===== src/rtl/los_mask_pkg.sv =====
`timescale 1ns/1ps
package los_mask_pkg;
  parameter int DEF_CODE_W   = 7;
  parameter int DEF_TICK_DIV = 6400;  // 32 us at 200 MHz

  typedef enum logic [1:0] {
    EDGE_NONE = 2'd0,
    EDGE_RISE = 2'd1,
    EDGE_FALL = 2'd2
  } edge_kind_e;
endpackage


===== src/rtl/los_sync.sv =====
`timescale 1ns/1ps
module los_sync #(
  parameter int STAGES = 2
) (
  input  logic clk,
  input  logic rst_n,
  input  logic d_async,
  output logic q_sync
);
  logic [STAGES-1:0] chain;

  always_ff @(posedge clk or negedge rst_n) begin
    if (!rst_n) chain <= '0;
    else        chain <= {chain[STAGES-2:0], d_async};
  end

  assign q_sync = chain[STAGES-1];
endmodule


===== src/rtl/los_tick_gen.sv =====
`timescale 1ns/1ps
module los_tick_gen #(
  parameter int TICK_DIV = 6400
) (
  input  logic clk,
  input  logic rst_n,
  input  logic clr,
  output logic tick
);
  generate
    if (TICK_DIV < 2) begin : g_every
      assign tick = 1'b1;
    end else begin : g_cnt
      localparam int CW = $clog2(TICK_DIV);
      localparam logic [CW-1:0] LAST = CW'(TICK_DIV - 1);
      logic [CW-1:0] cnt;

      always_ff @(posedge clk or negedge rst_n) begin
        if (!rst_n)           cnt <= '0;
        else if (clr)         cnt <= '0;
        else if (cnt == LAST) cnt <= '0;
        else                  cnt <= cnt + 1'b1;
      end

      assign tick = (cnt == LAST);

      // a restart never yields a tick on the following cycle
      p_fresh_step_r9: assert property (@(posedge clk) disable iff (!rst_n)
        clr |=> !tick);
      // ticks are never back to back
      p_tick_gap_r9: assert property (@(posedge clk) disable iff (!rst_n)
        tick |=> !tick);
    end
  endgenerate
endmodule


===== src/rtl/los_hold_ctrl.sv =====
`timescale 1ns/1ps
module los_hold_ctrl
  import los_mask_pkg::*;
#(
  parameter int CODE_W = 7
) (
  input  logic              clk,
  input  logic              rst_n,
  input  logic              los_s,
  input  logic              tick,
  input  logic              rise_en,
  input  logic [CODE_W-1:0] rise_code,
  input  logic              fall_en,
  input  logic [CODE_W-1:0] fall_code,
  output logic              los_out,
  output logic              restart
);
  localparam int RW = CODE_W + 1;

  logic              hold;
  logic [RW-1:0]     rem;
  logic              rel_now;
  logic              open_now;
  logic              start;
  edge_kind_e        kind;
  logic [CODE_W-1:0] sel_code;

  always_comb begin
    rel_now  = hold && tick && (rem == RW'(1));
    open_now = !hold || rel_now;
    kind     = EDGE_NONE;
    if (open_now && (los_s != los_out))
      kind = los_s ? EDGE_RISE : EDGE_FALL;
    start    = ((kind == EDGE_RISE) && rise_en) || ((kind == EDGE_FALL) && fall_en);
    sel_code = (kind == EDGE_RISE) ? rise_code : fall_code;
  end

  assign restart = start;

  always_ff @(posedge clk or negedge rst_n) begin
    if (!rst_n) begin
      los_out <= 1'b0;
      hold    <= 1'b0;
      rem     <= '0;
    end else begin
      if (kind != EDGE_NONE) los_out <= los_s;
      if (start) begin
        hold <= 1'b1;
        rem  <= RW'({1'b0, sel_code}) + RW'(1);
      end else if (rel_now) begin
        hold <= 1'b0;
      end else if (hold && tick) begin
        rem  <= rem - 1'b1;
      end
    end
  end

  // output frozen while an interval runs
  p_frozen_r5: assert property (@(posedge clk) disable iff (!rst_n)
    (hold && !rel_now) |=> $stable(los_out));
  // disabled direction passes without starting an interval
  p_pass_r4: assert property (@(posedge clk) disable iff (!rst_n)
    (!hold && (los_s != los_out) && !(los_s ? rise_en : fall_en))
      |=> (los_out == $past(los_s)) && !hold);
  // enabled rise loads its own length
  p_rise_load_r2: assert property (@(posedge clk) disable iff (!rst_n)
    (!hold && los_s && !los_out && rise_en)
      |=> hold && (rem == RW'({1'b0, $past(rise_code)}) + RW'(1)));
  // enabled fall loads its own length
  p_fall_load_r3: assert property (@(posedge clk) disable iff (!rst_n)
    (!hold && !los_s && los_out && fall_en)
      |=> hold && (rem == RW'({1'b0, $past(fall_code)}) + RW'(1)));
  // end of interval adopts the synchronized input
  p_release_r6: assert property (@(posedge clk) disable iff (!rst_n)
    rel_now |=> (los_out == $past(los_s)));
  // count only moves on steps, regardless of configuration
  p_count_steps_r7: assert property (@(posedge clk) disable iff (!rst_n)
    (hold && !tick) |=> hold && $stable(rem));
endmodule


===== src/rtl/los_mask_top.sv =====
`timescale 1ns/1ps
module los_mask_top #(
  parameter int TICK_DIV    = los_mask_pkg::DEF_TICK_DIV,
  parameter int CODE_W      = los_mask_pkg::DEF_CODE_W,
  parameter int SYNC_STAGES = 2
) (
  input  logic              clk,
  input  logic              rst_n,
  input  logic              los_raw,
  input  logic              rise_mask_en,
  input  logic [CODE_W-1:0] rise_mask_code,
  input  logic              fall_mask_en,
  input  logic [CODE_W-1:0] fall_mask_code,
  output logic              los_out
);
  logic los_s;
  logic step_tick;
  logic step_clr;

  los_sync #(.STAGES(SYNC_STAGES)) u_sync (
    .clk     (clk),
    .rst_n   (rst_n),
    .d_async (los_raw),
    .q_sync  (los_s)
  );

  los_tick_gen #(.TICK_DIV(TICK_DIV)) u_tick (
    .clk   (clk),
    .rst_n (rst_n),
    .clr   (step_clr),
    .tick  (step_tick)
  );

  los_hold_ctrl #(.CODE_W(CODE_W)) u_ctrl (
    .clk       (clk),
    .rst_n     (rst_n),
    .los_s     (los_s),
    .tick      (step_tick),
    .rise_en   (rise_mask_en),
    .rise_code (rise_mask_code),
    .fall_en   (fall_mask_en),
    .fall_code (fall_mask_code),
    .los_out   (los_out),
    .restart   (step_clr)
  );
endmodule


===== config.mk =====
export PLATFORM = sky130hd
export DESIGN_NAME = los_mask_top
export DESIGN_NICKNAME = d
export VERILOG_FILES = /design/src/rtl/los_mask_pkg.sv /design/src/rtl/los_sync.sv /design/src/rtl/los_tick_gen.sv /design/src/rtl/los_hold_ctrl.sv /design/src/rtl/los_mask_top.sv
export SDC_FILE = /design/constraint.sdc
export NUM_CORES = 1
export LEC_CHECK = 0
export BUFFER_PORTS_ARGS = -buffer_cell sky130_fd_sc_hd__buf_4
export CAP_MARGIN = 20
export CORE_MARGIN = 2
export CORE_UTILIZATION = 35
export DETAILED_ROUTE_END_ITERATION = 16
export SLEW_MARGIN = 5
export SYNTH_ARGS = -nofsm -noshare
export SYNTH_HDL_FRONTEND = slang
export SYNTH_SLANG_ARGS = --single-unit

===== constraint.sdc =====
create_clock -name clk -period 3.57 [get_ports clk]
set_input_delay 0.714 -clock clk [delete_from_list [all_inputs] [get_ports clk]]
set_output_delay 0.714 -clock clk [all_outputs]
set_load 0.01 [all_outputs]

==> key figures <==
Timing
  – RSZ-0062 raised after global routing: no
  – Period utilisation layout: 0.866
  – Fmax: 324 MHz
  – Fin Setup TNS: 0 ns
  – Measured slew at the worst slew-check pin: 0.513 ns
  – Final Skew: 0.00330 ns
  – Final hold viol count: 0
  – Final critical-path required period: 3.09 ns
  – Slew Viols, Final: 0
  – Final setup fails: 0
  – Max-slew headroom: 0.658
  – Final worst setup slack: 0.480 ns

GRT
  – Total GRT Usage: 0.145
  – Antenna violations before repair: 0
  – Met2 Use GR: 0.218
  – Top Usage Layer GRT: met2
  – GRT met3 Usage: 0.0151
  – Global routing met1 resource utilization: 0.216
  – Global-route wire length before repair: 6.32 mm
  – Number of global-route vias before repair: 1,379
  – Largest net degree at the start of global routing: 26
  – Congestion Overflow GR: 0

Route
  – Vias per cell: 5.07
  – Initial drt markers: 84
  – DRT Pass-1 Iters: 4
  – Via Count: 1,385
  – Post-route DRC: 0
  – Antenna-violating nets left: 0
  – WL/cell: 12.8 microns
  – Drt total wl: 3.49 mm

Power
  – Sw Ratio: 0.248
  – Sequential power share: 0.544
  – Total Power: 0.523 mW
  – Clock group share of total power: 0.347
  – Power per cell area: 265 mW/mm^2
  – Comb power frac: 0.109
  – Internal Pwr Total: 0.394 mW
  – Leak pwr: 0.873 nW
  – Worst vdd rail ir drop: 0.000214 V
  – Net switching power: 0.130 mW

CTS
  – CTS Hold Bufs: 0
  – CTS tree: yes
  – Bufs on Longest Clock Path: 2
  – Clock transition at the registers of the reported paths: 0.10 ns
  – H-tree depth: 1
  – Clock buffers created by TritonCTS: 3
  – CTS Sinks: 25
  – CTS resizes: 0
  – Root Buffer Master: clkbuf_8
  – Clock latency on the worst-skew pair: 0.27 ns
  – Postcts setup bufs: 0

Synth
  – Synth top area share: 0.367
  – Predominant post-synthesis flop cell: dfrtp_1
  – Cells after synthesis: 186
  – Yosys warnings: 0
  – Mean area per synthesized cell: 9.16 sq um
  – Post-Syn Nets: 209
  – Async S/R FF share, synth: 1.00
  – Synth area leader: dfrtp_1
  – Synth area leaders: dfrtp_1 37%, xnor2_1 6.2%, nand3_1 4.7%, nor2_1 4.0%, xor2_1 3.6%
  – Number of synthesized flops with an enable pin: 0
  – Yosys cell types: 48
  – Share of the yosys chip area belonging to registers: 0.367
  – Synth top cells by count: 25 x dfrtp_1, 18 x nor2_1, 16 x nand3_1
  – Top-count cell post-synth: dfrtp_1
  – #FFs+latches synth: 25
  – Synthesized area: 0.00170 sq mm

Setup path
  – Worst path required time: 3.71 ns
  – Crit path capture type: flop
  – Type of origin of the critical path: flop
  – Worst Path Buf+Inv: 0
  – Worst Path Max Fanout: 7
  – Slowest cell delay on critical path: 0.48 ns
  – Critical path, cell by cell: nor4b_1, nand4_1, o21ai_4, nand2_2, mux2_4, ha_1, nand3_1, xor2_1, mux2i_1, nor3_2, a211oi_2
  – Critical path class: flop to flop
  – WP data arrival: 3.23 ns
  – Critical path's slowest cell: nor4b_1
  – Crit path max-delay family: simple AND/OR/NAND/NOR gates

Die
  – Initial Utilization: 0.361
  – IO Count: 20
  – Die Wd: 73.8 microns
  – Die Area: 0.00544 sq mm
  – # rows: 25
  – Die height: 73.8 microns
  – Core box area: 0.00472 sq mm

Placement
  – Routability cong.: 0.814
  – DP HPWL: 2.63 mm
  – Port Buffers: 19
  – Setup slack after placement: 0.468 ns

Layout
  – Share of layout cells above drive strength 1: 0.204
  – Layout area overhead: 15.6%
  – Net count, final: 230
  – Final core area utilization: 0.417
  – ANT cells: 0

Worst hold path
  – Worst hold path class: primary input to asynchronous set/reset pin

Flow run
  – Max-cap viol count: 0

Status
  – Status: finished clean
==> metal layers <==
layer | wire, microns | up-vias
li1 | - | 715
met4 | 34 | 0
met1 | 1860 | 654
met3 | 59 | 2
met2 | 1550 | 14
met5 | 0 | -
==> power groups by stage <==
stage | registers, mW | clock network (mW) | logic [mW]
final | 0.285 | 0.181 | 0.0572
after global routing | 0.285 | 0.204 | 0.0642
after CTS | 0.285 | 0.187 | 0.0581
after detailed placement | 0.290 | 0 | 0.0580
after global placement | 0.290 | 0 | 0.0582
after floorplan | 0.290 | 0 | 0.0252
==> kinds of logic after synthesis <==
| family | Yosys count | synth area share |
|---|---|---|
| flip-flops | 25 | 0.367 |
| AND/OR/NAND/NOR | 84 | 0.267 |
| XOR/XNOR | 19 | 0.0977 |
| AO/OA/AOI/OAI | 32 | 0.142 |
| buffers and inverters | 13 | 0.0345 |
| multiplexers | 9 | 0.0617 |
| adder cells (fa/ha/maj) | 4 | 0.0294 |
==> metrics by stage <==
step	area, sq um	hold slack (ns)	instances
detailed placement	1920	0.340	269
floorplan	1700	0.331	186
global placement	1920	0.334	269
finish	1970	0.329	273
CTS	1970	0.340	273
global route	1970	0.341	273
==> final timing paths <==
path                                            endpoint  cells after the start                          start  slack (ns)
min in group clk               u_sync.chain[1]$_DFF_PN0_                      0      u_sync.chain[0]$_DFF_PN0_        0.36
hold / removal             u_tick.g_cnt.cnt[5]$_DFF_PN0_                      1                          rst_n        0.33
setup reg to reg               u_ctrl.rem[4]$_DFFE_PN0P_                     11  u_tick.g_cnt.cnt[9]$_DFF_PN0_        0.48
max in group asynchronous        u_ctrl.hold$_DFFE_PN0P_                      1                          rst_n        3.00
setup / recovery               u_ctrl.rem[4]$_DFFE_PN0P_                     11  u_tick.g_cnt.cnt[9]$_DFF_PN0_        0.48
hold reg to reg                u_sync.chain[1]$_DFF_PN0_                      0      u_sync.chain[0]$_DFF_PN0_        0.36
==> cells in the final DEF (no fill, tap or decap), drive strengths merged, types with 3 or more instances in the layout <==
| cell type | count |
|---|---|
| a211oi | 3 |
| a21oi | 4 |
| a31oi | 3 |
| and3 | 5 |
| buf | 22 |
| clkbuf | 3 |
| dfrtp | 25 |
| ha | 4 |
| inv | 8 |
| mux2 | 3 |
| mux2i | 6 |
| nand2 | 16 |
| nand3 | 16 |
| nand4 | 6 |
| nor2 | 18 |
| nor3 | 5 |
| o21ai | 8 |
| or3 | 5 |
| xnor2 | 12 |
| xor2 | 7 |
==> state kept, by name, summed over array words and instances, names as in the netlist <==
name / flops
u_ctrl.hold: 1
u_ctrl.los_out: 1
u_tick.g_cnt.cnt: 13
u_sync.chain: 2
u_ctrl.rem: 8
==> cell type report <==
| class | instances | area (sq um) |
|---|---|---|
| Clock buffer | 3 | 41.3 |
| Clock inverter | 1 | 8.76 |
| Fill cell | 482 | 2750 |
| Inverter | 7 | 26.3 |
| Multi-Input combinational cell | 148 | 1020 |
| Sequential cell | 25 | 626 |
| Tap cell | 67 | 83.8 |
| Timing Repair Buffer | 22 | 165 |
Note: power is estimated with default switching activity, not from simulation.
